$ cat src/rtl/pdc_pkg.sv
package pdc_pkg;

    typedef enum logic [1:0] {
        PD_RUN    = 2'd0,
        PD_SLEEP  = 2'd1,
        PD_SETTLE = 2'd2
    } pd_state_e;

    typedef enum logic [1:0] {
        SEL_OFF  = 2'd0,
        SEL_HIGH = 2'd1,
        SEL_LOW  = 2'd2,
        SEL_ANY  = 2'd3
    } pin_sel_e;

    typedef struct packed {
        logic osc_stop;
        logic clk_en;
        logic pull_dn;
    } clk_ctl_t;

    // may a pin with this selector permit entry at this level
    function automatic logic pin_entry_ok(pin_sel_e sel, logic lvl);
        case (sel)
            SEL_HIGH: return !lvl;
            SEL_LOW:  return lvl;
            default:  return 1'b1;
        endcase
    endfunction

    // is the pin asking to wake, given level captured at entry
    function automatic logic pin_wake(pin_sel_e sel, logic lvl, logic ref_lvl);
        case (sel)
            SEL_HIGH: return lvl;
            SEL_LOW:  return !lvl;
            SEL_ANY:  return lvl != ref_lvl;
            default:  return 1'b0;
        endcase
    endfunction

    function automatic clk_ctl_t ctl_of(pd_state_e st);
        clk_ctl_t c;
        c.osc_stop = (st == PD_SLEEP);
        c.clk_en   = (st == PD_RUN);
        c.pull_dn  = (st == PD_SETTLE);
        return c;
    endfunction

endpackage

$ cat src/rtl/pdc_entry_check.sv
module pdc_entry_check
    import pdc_pkg::*;
#(
    parameter int N_PINS = 8
) (
    input  logic [N_PINS-1:0]   pins,
    input  logic [2*N_PINS-1:0] sel,
    output logic                all_ok
);
    logic [N_PINS-1:0] ok;

    generate
        for (genvar i = 0; i < N_PINS; i++) begin : g_pin
            assign ok[i] = pin_entry_ok(pin_sel_e'(sel[2*i +: 2]), pins[i]);
        end
    endgenerate

    assign all_ok = &ok;
endmodule

$ cat src/rtl/pdc_wake_filter.sv
module pdc_wake_filter
    import pdc_pkg::*;
#(
    parameter int N_PINS   = 8,
    parameter int WAKE_HOLD = 3
) (
    input  logic                clk,
    input  logic                rst,
    input  logic                arm,
    input  logic                capture,
    input  logic [N_PINS-1:0]   pins,
    input  logic [2*N_PINS-1:0] sel,
    output logic                wake
);
    localparam int          CW   = $clog2(WAKE_HOLD + 1);
    localparam logic [CW-1:0] LAST = CW'(WAKE_HOLD - 1);

    logic [N_PINS-1:0] hit;

    generate
        for (genvar i = 0; i < N_PINS; i++) begin : g_pin
            logic          ref_q;
            pin_sel_e      sel_q;
            logic [CW-1:0] cnt_q;
            logic          act;

            always_ff @(posedge clk) begin
                if (rst) begin
                    ref_q <= 1'b0;
                    sel_q <= SEL_OFF;
                end else if (capture) begin
                    ref_q <= pins[i];
                    sel_q <= pin_sel_e'(sel[2*i +: 2]);
                end
            end

            assign act = pin_wake(sel_q, pins[i], ref_q);

            always_ff @(posedge clk) begin
                if (rst || !arm || !act)
                    cnt_q <= '0;
                else if (cnt_q != LAST)
                    cnt_q <= cnt_q + CW'(1);
            end

            assign hit[i] = arm && act && (cnt_q == LAST);
        end
    endgenerate

    assign wake = |hit;
endmodule

$ cat src/rtl/pdc_fsm.sv
module pdc_fsm
    import pdc_pkg::*;
(
    input  logic      clk,
    input  logic      rst,
    input  logic      pd_req,
    input  logic      pd_mode,
    input  logic      nmi_n,
    input  logic      pins_ok,
    input  logic      wake,
    input  logic      dly_pin,
    output clk_ctl_t  ctl,
    output logic      capture,
    output logic      armed,
    output logic      guarded_q,
    output logic      entered,
    output logic      rejected
);
    pd_state_e st_q;
    logic      cond_ok;

    assign cond_ok = pd_mode ? pins_ok : !nmi_n;
    assign capture = (st_q == PD_RUN) && pd_req && cond_ok;
    assign armed   = (st_q == PD_SLEEP) && !guarded_q;
    assign ctl     = ctl_of(st_q);

    always_ff @(posedge clk) begin
        if (rst) begin
            st_q      <= PD_RUN;
            guarded_q <= 1'b0;
            entered   <= 1'b0;
            rejected  <= 1'b0;
        end else begin
            entered  <= 1'b0;
            rejected <= 1'b0;
            case (st_q)
                PD_RUN: begin
                    if (pd_req) begin
                        if (cond_ok) begin
                            st_q      <= PD_SLEEP;
                            guarded_q <= !pd_mode;
                            entered   <= 1'b1;
                        end else begin
                            rejected  <= 1'b1;
                        end
                    end
                end
                PD_SLEEP: begin
                    if (wake && !guarded_q)
                        st_q <= PD_SETTLE;
                end
                PD_SETTLE: begin
                    if (!dly_pin)
                        st_q <= PD_RUN;
                end
                default: st_q <= PD_RUN;
            endcase
        end
    end
endmodule

$ cat src/rtl/pdc_ctrl.sv
module pdc_ctrl
    import pdc_pkg::*;
#(
    parameter int N_PINS    = 8,
    parameter int WAKE_HOLD = 3
) (
    input  logic                clk,
    input  logic                rst,
    input  logic                pd_req,
    input  logic                pd_mode,
    input  logic                nmi_n,
    input  logic [N_PINS-1:0]   ext_pin,
    input  logic [2*N_PINS-1:0] edge_sel,
    input  logic                dly_pin,
    output logic                osc_stop,
    output logic                clk_en,
    output logic                dly_pulldown,
    output logic                pd_entered,
    output logic                pd_rejected
);
    clk_ctl_t ctl;
    logic     pins_ok, wake, capture, armed, guarded_q;

    pdc_entry_check #(.N_PINS(N_PINS)) u_entry (
        .pins   (ext_pin),
        .sel    (edge_sel),
        .all_ok (pins_ok)
    );

    pdc_wake_filter #(.N_PINS(N_PINS), .WAKE_HOLD(WAKE_HOLD)) u_wake (
        .clk     (clk),
        .rst     (rst),
        .arm     (armed),
        .capture (capture),
        .pins    (ext_pin),
        .sel     (edge_sel),
        .wake    (wake)
    );

    pdc_fsm u_fsm (
        .clk       (clk),
        .rst       (rst),
        .pd_req    (pd_req),
        .pd_mode   (pd_mode),
        .nmi_n     (nmi_n),
        .pins_ok   (pins_ok),
        .wake      (wake),
        .dly_pin   (dly_pin),
        .ctl       (ctl),
        .capture   (capture),
        .armed     (armed),
        .guarded_q (guarded_q),
        .entered   (pd_entered),
        .rejected  (pd_rejected)
    );

    assign osc_stop     = ctl.osc_stop;
    assign clk_en       = ctl.clk_en;
    assign dly_pulldown = ctl.pull_dn;
endmodule

$ cat config.mk
export PLATFORM = sky130hd
export DESIGN_NAME = pdc_ctrl
export DESIGN_NICKNAME = d
export VERILOG_FILES = /design/src/rtl/pdc_pkg.sv /design/src/rtl/pdc_entry_check.sv /design/src/rtl/pdc_wake_filter.sv /design/src/rtl/pdc_fsm.sv /design/src/rtl/pdc_ctrl.sv
export SDC_FILE = /design/constraint.sdc
export NUM_CORES = 1
export LEC_CHECK = 0
export CORE_ASPECT_RATIO = 0.7
export CORE_MARGIN = 4
export CORE_UTILIZATION = 40
export CTS_BUF_LIST = sky130_fd_sc_hd__clkbuf_4
export CTS_CLUSTER_SIZE = 12
export DETAILED_ROUTE_END_ITERATION = 10
export DONT_BUFFER_PORTS = 1
export GPL_TIMING_DRIVEN = 0
export SLEW_MARGIN = 20
export SYNTH_ARGS = -nofsm -noshare
export SYNTH_HDL_FRONTEND = slang
export SYNTH_SLANG_ARGS = --single-unit
$ cat constraint.sdc
create_clock -name clk -period 4.7 [get_ports clk]
set_input_delay 0.47 -clock clk [delete_from_list [all_inputs] [get_ports clk]]
set_output_delay 0.47 -clock clk [all_outputs]
set_load 0.01 [all_outputs]
==> impl_metrics.ini <==
[status]
status = completed

[final_layout]
drive_gt1_frac = 0.06000
fin_nets = 353
design_area_sq_mm = 0.002705
mostFrequentLayoutCells = nand2_1, dfxtp_1, nor2_1
antenna_cells = 0
fillers = 587
final_common_cell = nand2_1
area_delta_synth_final_pct = 6.818

[clocking]
cts_hold_buf = 0
clockBufferDepth = 2
cts_tree = done
cts_root_buf = clkbuf_4
clock_latency_ns = 0.37
cts_made_buffers = 5
postCtsSetupBuffers = 0
clk_pin_slew_worst_paths_ns = 0.12
ctsResizeCount = 0
cts_sinks = 45
htree_levels = 2

[pwr]
clkPwrFrac = 0.339
cellLeakagePower_uw = 0.001123
switchingPower_uw = 173.5
power_frac_seq = 0.557
power.density_mw_per_mm2 = 264.7
p_int_uw = 542.5
swShare = 0.2423
combPwrFrac = 0.104
ir_worst_vdd_mv = 0.1155
total_power_uw = 716.0

[timing]
drv_slew = 0
setup-violations-final = 0
setup_tns_ns = 0
tightest_slew_ns = 0.6195
worst_slack_ns = 2.783
fin_skew_ns = 0.01405
hold_ws_ns = 0.1642
period_needed_ns = 1.917
rsz0062_at_grt = no
max_freq_mhz = 521.6
slew_headroom = 0.5852
hold_viol = 0
fin_crit_sh = 0.4079

[synthesis]
synth_cells = 292
ys_ff_latch = 45
synth_top_area_frac = 0.3557
yosysTopAreaCell = dfxtp_1
synth_nets = 346
synth.avg_cell_area_sq_um = 8.673
synth_compound_area_frac = 0.09684
synth_area_sq_mm = 0.002532
synth_xor_area_frac = 0.02767
synth_top_family_by_area = simple AND/OR/NAND/NOR gates
synth.distinct_cells = 34
synthAdderAreaFrac = 0.1186
synth.area.top_cells = dfxtp_1, ha_1, nand2_1
seq_area_frac_synth = 0.3557
yosysWarningCount = 0
muxShareOfSynthArea = 0.1171
synthSimpleGateAreaFrac = 0.2194

[critical_path]
crit_fanout = 10
critPathKind = flop to flop
cp.required_ns = 4.99
critical_path.top_delay_family = simple AND/OR/NAND/NOR gates
crit_chain = nor2_4 -> nand2_2 -> or4_4 -> o21ai_2 -> buf_6 -> buf_12 -> mux2i_1
slowest_stage = or4_4
crit_path_end_kind = flop
cp_num_buf_inv = 2
start_kind = flop
cp.arrival_ns = 2.21
cpPeakStageDelay_ns = 0.54

[route]
wl_mm = 5.218
dr.first_iter.drc_count = 49
post_drt_wl_per_cell_microns = 13.91
vias = 1887
drcViolationCount = 0
drtPass1Iterations = 4
antenna_left = 0
vias_per_cell = 5.032

[global_route]
grt_pass1_vias = 1738
grt_pass1_wl_mm = 8.266
grt_overflow = 0
grt_util_all_layers = 0.1438
antenna_found_initial = 0
grt_max_degree = 14

[place]
dpl.hpwl_mm = 4.023
port_buffers = 0
gp_congestion = 0.7629
pre_cts_ws_ns = 2.572
placed_area_sq_mm = 0.002626

[floorplanning]
ios = 35
dieArea_sq_mm = 0.007688
rows = 23
core_sq_mm = 0.005928
start_util = 0.4272
dieWidth_microns = 103.1
die_h_microns = 74.57

[hold_path]
min_path_type = input pin to flop

[flow_run]
cap_violations = 0
[synthesized netlist by cell type]
library cell and number:
a32o_1 9, a211oi_1 3, o21ai_1 1, a21oi_1 9, a41oi_1 1, a22oi_1 4
nor2_4 1, buf_12 2, or4_4 1, o22ai_1 2, nor4_1 2, nand3_1 1
or3_4 1, nand2_2 1, clkbuf_1 5, nor3b_2 1, o21ai_2 1, nand2b_1 8
xor2_1 8, and2b_1 3, inv_1 24, nor2b_1 10, mux2_2 1, nand2_1 65
clkinv_1 1, mux2i_1 24, buf_6 1, nor2_1 25, and2_1 2, ha_1 24
mux2_1 4, o211ai_1 1, o2bb2ai_2 1, dfxtp_1 45
[flip-flops by register name, indices dropped and copies added, names as in the netlist]
| name | count |
|---|---|
| u_wake.g_pin.cnt_q | 16 |
| u_fsm.guarded_q | 1 |
| u_fsm.rejected | 1 |
| u_fsm.entered | 1 |
| u_wake.g_pin.ref_q | 8 |
| u_fsm.st_q | 2 |
| u_wake.g_pin.sel_q | 16 |
[cell families (layout without fill, tap and decap cells)]
kind of cell,count (synthesis),count (layout)
mux,29,29
simple gates,121,121
buf+inv,33,41
fa+ha+maj,24,24
flops,45,45
compound gates,32,32
xor+xnor,8,8
[metrics by stage]
step	cells	util
6_report	375	0.4563
5_1_grt	375	0.4563
4_1_cts	375	0.4563
3_5_place_dp	367	0.4430
3_3_place_gp	367	0.4430
2_1_floorplan	292	-
[power groups by stage]
stage | combinational, uW | sequential (uW) | clock, uW
floorplan | 59.6 | 406 | 0
finish | 74.2 | 399 | 243
CTS | 75.8 | 399 | 252
global placement | 73.8 | 407 | 0
detailed placement | 75.3 | 408 | 0
global route | 83.6 | 401 | 266
[final cells by class]
type,count,area [sq um],area share
multi-input cells,214,1468,0.5426
flip-flops and latches,45,900.9,0.3330
inverters,25,93.84,0.03469
well taps,75,93.84,0.03469
plain buffers,8,70.07,0.02590
clock buffers,6,45.04,0.01665
clock inverters,2,33.78,0.01249
[worst paths after layout]
check                                           start                        to  slack [ns]  cells past startpoint
worst min register to register  u_wake.g_pin[6].ref_q     u_wake.g_pin[6].ref_q        0.48                      2
worst min-delay path                              rst           u_fsm.guarded_q        0.16                      1
worst max register to register          u_fsm.st_q[0]  u_wake.g_pin[0].sel_q[0]        2.78                      7
worst max-delay path                    u_fsm.st_q[0]  u_wake.g_pin[0].sel_q[0]        2.78                      7
[layer usage]
layer | up-vias | share of wire | wire, microns | GRT usage
met3 | 8 | 0.059 | 309 | 0.04124
met2 | 30 | 0.45 | 2350 | 0.2232
met4 | 0 | 0.014 | 73 | 0.04741
li1 | 985 | - | - | -
met5 | - | 0 | 0 | 0
met1 | 864 | 0.48 | 2485 | 0.1936
[worst reg2reg max path: cells and delay by family, from the launching register on]
kind | cells | cell delay, ns
AND/OR/NAND/NOR | 3 | 0.82
flip-flops | 1 | 0.36
buffers and inverters | 2 | 0.36
AO/OA/AOI/OAI | 1 | 0.14
multiplexers | 1 | 0.19
(Power assumes the default switching activity.)
